==> src/rtl/gpio_irq_pkg.sv <==
package gpio_irq_pkg;

    localparam int ADDR_W = 3;

    typedef enum logic [ADDR_W-1:0] {
        A_PORT   = 3'd0,
        A_PEEK   = 3'd1,
        A_MASK   = 3'd2,
        A_STAT   = 3'd3,
        A_CLR    = 3'd4,
        A_LATCH  = 3'd5,
        A_SEL_LO = 3'd6,
        A_SEL_HI = 3'd7
    } reg_addr_e;

    typedef enum logic [1:0] {
        EV_LEVEL = 2'd0,
        EV_RISE  = 2'd1,
        EV_FALL  = 2'd2,
        EV_ANY   = 2'd3
    } ev_mode_e;

    typedef enum logic {
        LN_IDLE = 1'b0,
        LN_PEND = 1'b1
    } line_state_e;

endpackage

==> src/rtl/gpio_irq_sync.sv <==
module gpio_irq_sync #(
    parameter int NLINES = 16,
    parameter int STAGES = 2
) (
    input  logic              clk,
    input  logic              rst_n,
    input  logic [NLINES-1:0] raw,
    output logic [NLINES-1:0] smp
);
    logic [NLINES-1:0] chain_q [STAGES];

    always_ff @(posedge clk or negedge rst_n) begin
        if (!rst_n) begin
            for (int s = 0; s < STAGES; s++) chain_q[s] <= '0;
        end else begin
            chain_q[0] <= raw;
            for (int s = 1; s < STAGES; s++) chain_q[s] <= chain_q[s-1];
        end
    end

    assign smp = chain_q[STAGES-1];
endmodule

==> src/rtl/gpio_irq_line.sv <==
module gpio_irq_line
    import gpio_irq_pkg::*;
(
    input  logic     clk,
    input  logic     rst_n,
    input  logic     smp,
    input  ev_mode_e mode,
    input  logic     latch_en,
    input  logic     port_rd,
    input  logic     clr,
    output logic     evt,
    output logic     pend
);
    logic        prev_q;
    logic        ref_q;
    line_state_e st_q, st_d;

    // event classification
    always_comb begin
        unique case (mode)
            EV_LEVEL: evt = (smp ^ ref_q) & ~port_rd;
            EV_RISE:  evt = smp & ~prev_q;
            EV_FALL:  evt = ~smp & prev_q;
            EV_ANY:   evt = smp ^ prev_q;
        endcase
    end

    // next state
    always_comb begin
        st_d = st_q;
        unique case (st_q)
            LN_IDLE: if (evt) st_d = LN_PEND;
            LN_PEND: begin
                if (evt)                    st_d = LN_PEND;
                else if (clr)               st_d = LN_IDLE;
                else if (latch_en&&port_rd) st_d = LN_IDLE;
                else if (!latch_en && (smp == ref_q)) st_d = LN_IDLE;
            end
        endcase
    end

    // state register and sample history
    always_ff @(posedge clk or negedge rst_n) begin
        if (!rst_n) begin
            st_q   <= LN_IDLE;
            prev_q <= 1'b0;
            ref_q  <= 1'b0;
        end else begin
            st_q   <= st_d;
            prev_q <= smp;
            if (mode == EV_LEVEL) begin
                if (port_rd) ref_q <= smp;
            end else if (evt) begin
                ref_q <= prev_q;
            end else if (st_q == LN_IDLE) begin
                ref_q <= smp;
            end
        end
    end

    // outputs
    always_comb begin
        pend = (st_q == LN_PEND);
    end
endmodule

==> src/rtl/gpio_irq_regs.sv <==
module gpio_irq_regs
    import gpio_irq_pkg::*;
#(
    parameter int NLINES = 16
) (
    input  logic              clk,
    input  logic              rst_n,
    input  logic [ADDR_W-1:0] addr,
    input  logic [NLINES-1:0] wdata,
    input  logic              wr_stb,
    input  logic              rd_stb,
    input  logic [NLINES-1:0] smp,
    input  logic [NLINES-1:0] status,
    output logic [NLINES-1:0] rdata,
    output logic [NLINES-1:0] mask_q,
    output logic [NLINES-1:0] latch_q,
    output logic [NLINES-1:0] sel_lo_q,
    output logic [NLINES-1:0] sel_hi_q,
    output logic [NLINES-1:0] clr_vec,
    output logic              port_rd
);
    reg_addr_e         a;
    logic [NLINES-1:0] rd_mux;

    assign a       = reg_addr_e'(addr);
    assign port_rd = rd_stb && (a == A_PORT);
    assign clr_vec = (wr_stb && (a == A_CLR)) ? wdata : '0;

    always_ff @(posedge clk or negedge rst_n) begin
        if (!rst_n) begin
            mask_q   <= '0;
            latch_q  <= '0;
            sel_lo_q <= '0;
            sel_hi_q <= '0;
        end else if (wr_stb) begin
            unique case (a)
                A_MASK:   mask_q   <= wdata;
                A_LATCH:  latch_q  <= wdata;
                A_SEL_LO: sel_lo_q <= wdata;
                A_SEL_HI: sel_hi_q <= wdata;
                default:  ;
            endcase
        end
    end

    always_comb begin
        unique case (a)
            A_PORT, A_PEEK: rd_mux = smp;
            A_MASK:         rd_mux = mask_q;
            A_STAT:         rd_mux = status;
            A_LATCH:        rd_mux = latch_q;
            A_SEL_LO:       rd_mux = sel_lo_q;
            A_SEL_HI:       rd_mux = sel_hi_q;
            default:        rd_mux = '0;
        endcase
    end

    always_ff @(posedge clk or negedge rst_n) begin
        if (!rst_n)      rdata <= '0;
        else if (rd_stb) rdata <= rd_mux;
    end
endmodule

==> src/rtl/gpio_irq_unit.sv <==
module gpio_irq_unit
    import gpio_irq_pkg::*;
#(
    parameter int NLINES = 16
) (
    input  logic              clk,
    input  logic              rst_n,
    input  logic [NLINES-1:0] pin_in,
    input  logic [2:0]        addr,
    input  logic [NLINES-1:0] wdata,
    input  logic              wr_stb,
    input  logic              rd_stb,
    output logic [NLINES-1:0] rdata,
    output logic              irq_n
);
    logic [NLINES-1:0] smp;
    logic [NLINES-1:0] status_q;
    logic [NLINES-1:0] evt_vec;
    logic [NLINES-1:0] mask_q, latch_q, sel_lo_q, sel_hi_q, clr_vec;
    logic              port_rd;

    gpio_irq_sync #(.NLINES(NLINES), .STAGES(2)) u_sync (
        .clk(clk), .rst_n(rst_n), .raw(pin_in), .smp(smp)
    );

    gpio_irq_regs #(.NLINES(NLINES)) u_regs (
        .clk(clk), .rst_n(rst_n), .addr(addr), .wdata(wdata),
        .wr_stb(wr_stb), .rd_stb(rd_stb), .smp(smp), .status(status_q),
        .rdata(rdata), .mask_q(mask_q), .latch_q(latch_q),
        .sel_lo_q(sel_lo_q), .sel_hi_q(sel_hi_q),
        .clr_vec(clr_vec), .port_rd(port_rd)
    );

    for (genvar i = 0; i < NLINES; i++) begin : g_line
        gpio_irq_line u_line (
            .clk(clk), .rst_n(rst_n), .smp(smp[i]),
            .mode(ev_mode_e'({sel_hi_q[i], sel_lo_q[i]})),
            .latch_en(latch_q[i]), .port_rd(port_rd), .clr(clr_vec[i]),
            .evt(evt_vec[i]), .pend(status_q[i])
        );
    end

    assign irq_n = ~|(status_q & mask_q);
endmodule

==> config.mk <==
export PLATFORM = sky130hd
export DESIGN_NAME = gpio_irq_unit
export DESIGN_NICKNAME = d
export VERILOG_FILES = /design/src/rtl/gpio_irq_pkg.sv /design/src/rtl/gpio_irq_sync.sv /design/src/rtl/gpio_irq_line.sv /design/src/rtl/gpio_irq_regs.sv /design/src/rtl/gpio_irq_unit.sv
export SDC_FILE = /design/constraint.sdc
export NUM_CORES = 1
export LEC_CHECK = 0
export ABC_CLOCK_PERIOD_IN_PS = 1800
export BUFFER_PORTS_ARGS = -buffer_cell sky130_fd_sc_hd__buf_4
export CELL_PAD_IN_SITES_DETAIL_PLACEMENT = 1
export CELL_PAD_IN_SITES_GLOBAL_PLACEMENT = 2
export CORE_MARGIN = 2
export CORE_UTILIZATION = 25
export CTS_CLUSTER_SIZE = 24
export DETAILED_ROUTE_END_ITERATION = 10
export HOLD_SLACK_MARGIN = 0.02
export PLACE_DENSITY = 0.6
export SYNTH_ARGS = -nofsm -noshare
export SYNTH_HDL_FRONTEND = slang
export SYNTH_SLANG_ARGS = --single-unit
==> constraint.sdc <==
create_clock -name clk -period 1.8 [get_ports clk]
set_clock_uncertainty 0.1 [all_clocks]
set_input_delay 0.09 -clock clk [delete_from_list [all_inputs] [get_ports clk]]
set_output_delay 0.09 -clock clk [all_outputs]
set_load 0.01 [all_outputs]
==> results.tsv <==
metric	value	unit
status	finished with violations	
violations	negative setup slack	
fmax	531.4	MHz
slew_violations	0	
async_reset_ff_share	100.0	%
fin_area	0.01060	mm²
crit_family	compound AO/OA/AOI/OAI gates	
intPower	8.313	mW
dieArea	0.03459	mm²
slowest_stage	dfrtp_1	
ys_ff_latch	160	
drc_errors	0	
cpPeakStageDelay	420	ps
io_pins	56	
antenna_cells	0	
period_needed	1882	ps
firstDrtPassIters	4	
power.density	1150	mW/mm²
vias	6213	
num_rows	66	
viasPerCell	4.714	
gr-usage-all-layers	14.38	%
clk_latency	430	ps
yosysSeqAreaShare	48.35	%
switching_share	31.81	%
start_kind	flip-flop	
cts_tree	done	
final_layout_size_suffix_gt1_share	30.94	%
min_path_type	input pin to asynchronous set/reset pin	
synth_edf_count	0	
p_clk_share	29.5	%
avgSynthCellArea	11.28	µm²
wire_per_inst	17.97	µm
hold_viol	0	
crit_fanout	2	
place_congestion	0.7259	
clockRootBuffer	clkbuf_16	
fin_crit_sh	104.5	%
slew_headroom	65.81	%
grt_pass1_wl	37.34	mm
grt_pass1_vias	6422	
syn-cell-area	0.008280	mm²
power.leakage	4.750	nW
power.net_switching	3.878	mW
path_cells	a22o_1 -> a221oi_2 -> nand3_1 -> nor2_2 -> buf_4	
worst-path-buf-inv	1	
worstMarginPinSlew	512.8	ps
first_iter_violations	351	
syn_inst	734	
yosys_most_used_dff	dfrtp_1	
wirelength	23.68	mm
cp-end-kind	output port	
setup_viol	1	
initial_core_util	25.45	%
placed_area	0.009487	mm²
ys_types	48	
final_common_cell	dfrtp_1	
io_buffers	55	
grt_max_degree	46	
seq_power_share	43.5	%
dp_hpwl	16.53	mm
max_cap_viol_count	0	
fp.dieW	186.0	µm
core_area	0.03254	mm²
post-place-ws	-57.35	ps
cts_sinks	160	
layout.core_utilization	32.59	%
syn_nets	805	
worst_slack	-81.80	ps
gr-total-overflow	0	
grt_setup_unrepaired	yes	
critPathKind	flip-flop to output port	
final_cell_mix	155 x dfrtp_1, 118 x buf_4, 73 x mux2_2, 52 x a22oi_1, 52 x nand2_1	
irDropWorstVdd	0.7231	mV
crit_arrival	1690	ps
die_height	186.0	µm
path_clk_slew	60	ps
cts-htree-levels	4	
p_comb_share	27.1	%
required	1610	ps
fin_nets	936	
antenna_found_initial	0	
cts_inserted_buffers	17	
ant_nets	0	
clk_path_buf_depth	2	
syn_to_final_growth	28.06	%
ys.warnings.count	0	
cell usage after synthesis (all sizes together), types with 2 or more instances:
library cell,instances,area share [%]
a221oi,14,1.5
o311a,3,0.36
nor3b,2,0.45
o21ai,8,0.48
nor3,4,0.24
mux2,77,10
nand2b,5,0.41
and3b,15,1.6
buf,22,1.9
a22oi,52,4.7
a211o,3,0.32
nand2,55,2.8
a22o,10,1.1
dfrtp,160,48
a221o,12,1.5
nand3,5,0.30
nor2b,7,0.53
nor2,25,1.1
nand3b,3,0.27
mux2i,16,1.9
a41o,4,0.48
a21oi,8,0.48
o211ai,3,0.27
xnor2,4,0.42
o22ai,20,1.5
a31oi,20,1.5
nand4bb,8,1.1
o31a,4,0.42
xor2,12,1.3
clkbuf,23,1.1
ha,32,4.8
and3,17,1.3
inv,51,2.3
o31ai,8,0.73
or2,13,0.98
a21boi,4,0.36
stage by stage:
step                hold slack, ps  power, mW  instances  TNS, ps
floorplan                   -305.6      7.302        734        0
global placement            -2.713      8.443       1241   -6.946
detailed placement         -0.1215      8.498       1241   -105.4
CTS                          89.98      12.29       1308   -165.9
global route                 119.0      13.00       1318   -264.9
finish                       79.36      12.19       1318   -81.80
flip-flops by register name, summed over array words and instances, names as in the netlist:
signal and count:
u_sync.smp 16, u_regs.latch_q 16, g_line.u_line.pend 16, g_line.u_line.ref_q 16
g_line.u_line.prev_q 16, u_sync.chain_q 16, u_regs.sel_hi_q 16, u_regs.mask_q 16
u_regs.rdata 16, u_regs.sel_lo_q 16
cell families (layout without fill, tap and decap cells):
kind of cell               after synthesis  in the layout  synth area share, %
adders and majority gates               32             32                4.835
xor gates and xnor gates                16             16                1.692
and+or+nand+nor                        161            161                11.41
DFF                                    160            160                48.35
muxes                                   93             93                12.41
AOI/OAI and AO/OA                      176            176                15.99
buffers and inverters                   96            238                5.319
power groups by stage:
stage | Clock [mW] | Combinational [mW] | Sequential [mW]
after floorplan | 0 | 2.32 | 4.98
after global placement | 0 | 3.09 | 5.36
after detailed placement | 0 | 3.13 | 5.36
after CTS | 3.74 | 3.25 | 5.30
after global routing | 3.88 | 3.67 | 5.44
final | 3.59 | 3.30 | 5.30
routing by layer:
metal	vias up	global-route usage, %	part of all wire [%]
li1	2953	-	-
met1	3180	19.52	50
met2	68	23.76	48
met3	12	2.661	1.9
met4	0	3.213	0.62
met5	-	0	0
path summary, 6_finish.rpt:
check / start / depth (start not counted) / slack [ps] / endpoint
worst min-delay path: rst_n / 2 / 80 / u_sync.chain_q[30]
min in group clk: rd_stb / 3 / 130 / u_regs.rdata[0]
max in group asynchronous: rst_n / 3 / 870 / u_sync.smp[5]
worst max-delay path: g_line[1].u_line.pend / 5 / -80 / irq_n
worst min register to register: u_sync.chain_q[21] / 0 / 250 / u_sync.smp[5]
worst max register to register: u_sync.smp[0] / 6 / 10 / g_line[0].u_line.ref_q
repair_timing:
item	4_1_cts	5_1_grt
pin swaps	5	5
hold endpoints to repair	242	0
hold buffers	33	0
endpoints found under the setup margin	6	15
resized for setup	8	22
setup buffers	4	10
cell type report:
class	instances	area [µm²]
clock buffers	22	494.2
clock inverters	8	80.08
fillers	3639	21930
inverters	51	191.4
multi-input cells	478	3948
flip-flops and latches	160	4010
well taps	442	553.0
repair buffers	157	1328
(Power assumes the default switching activity.)
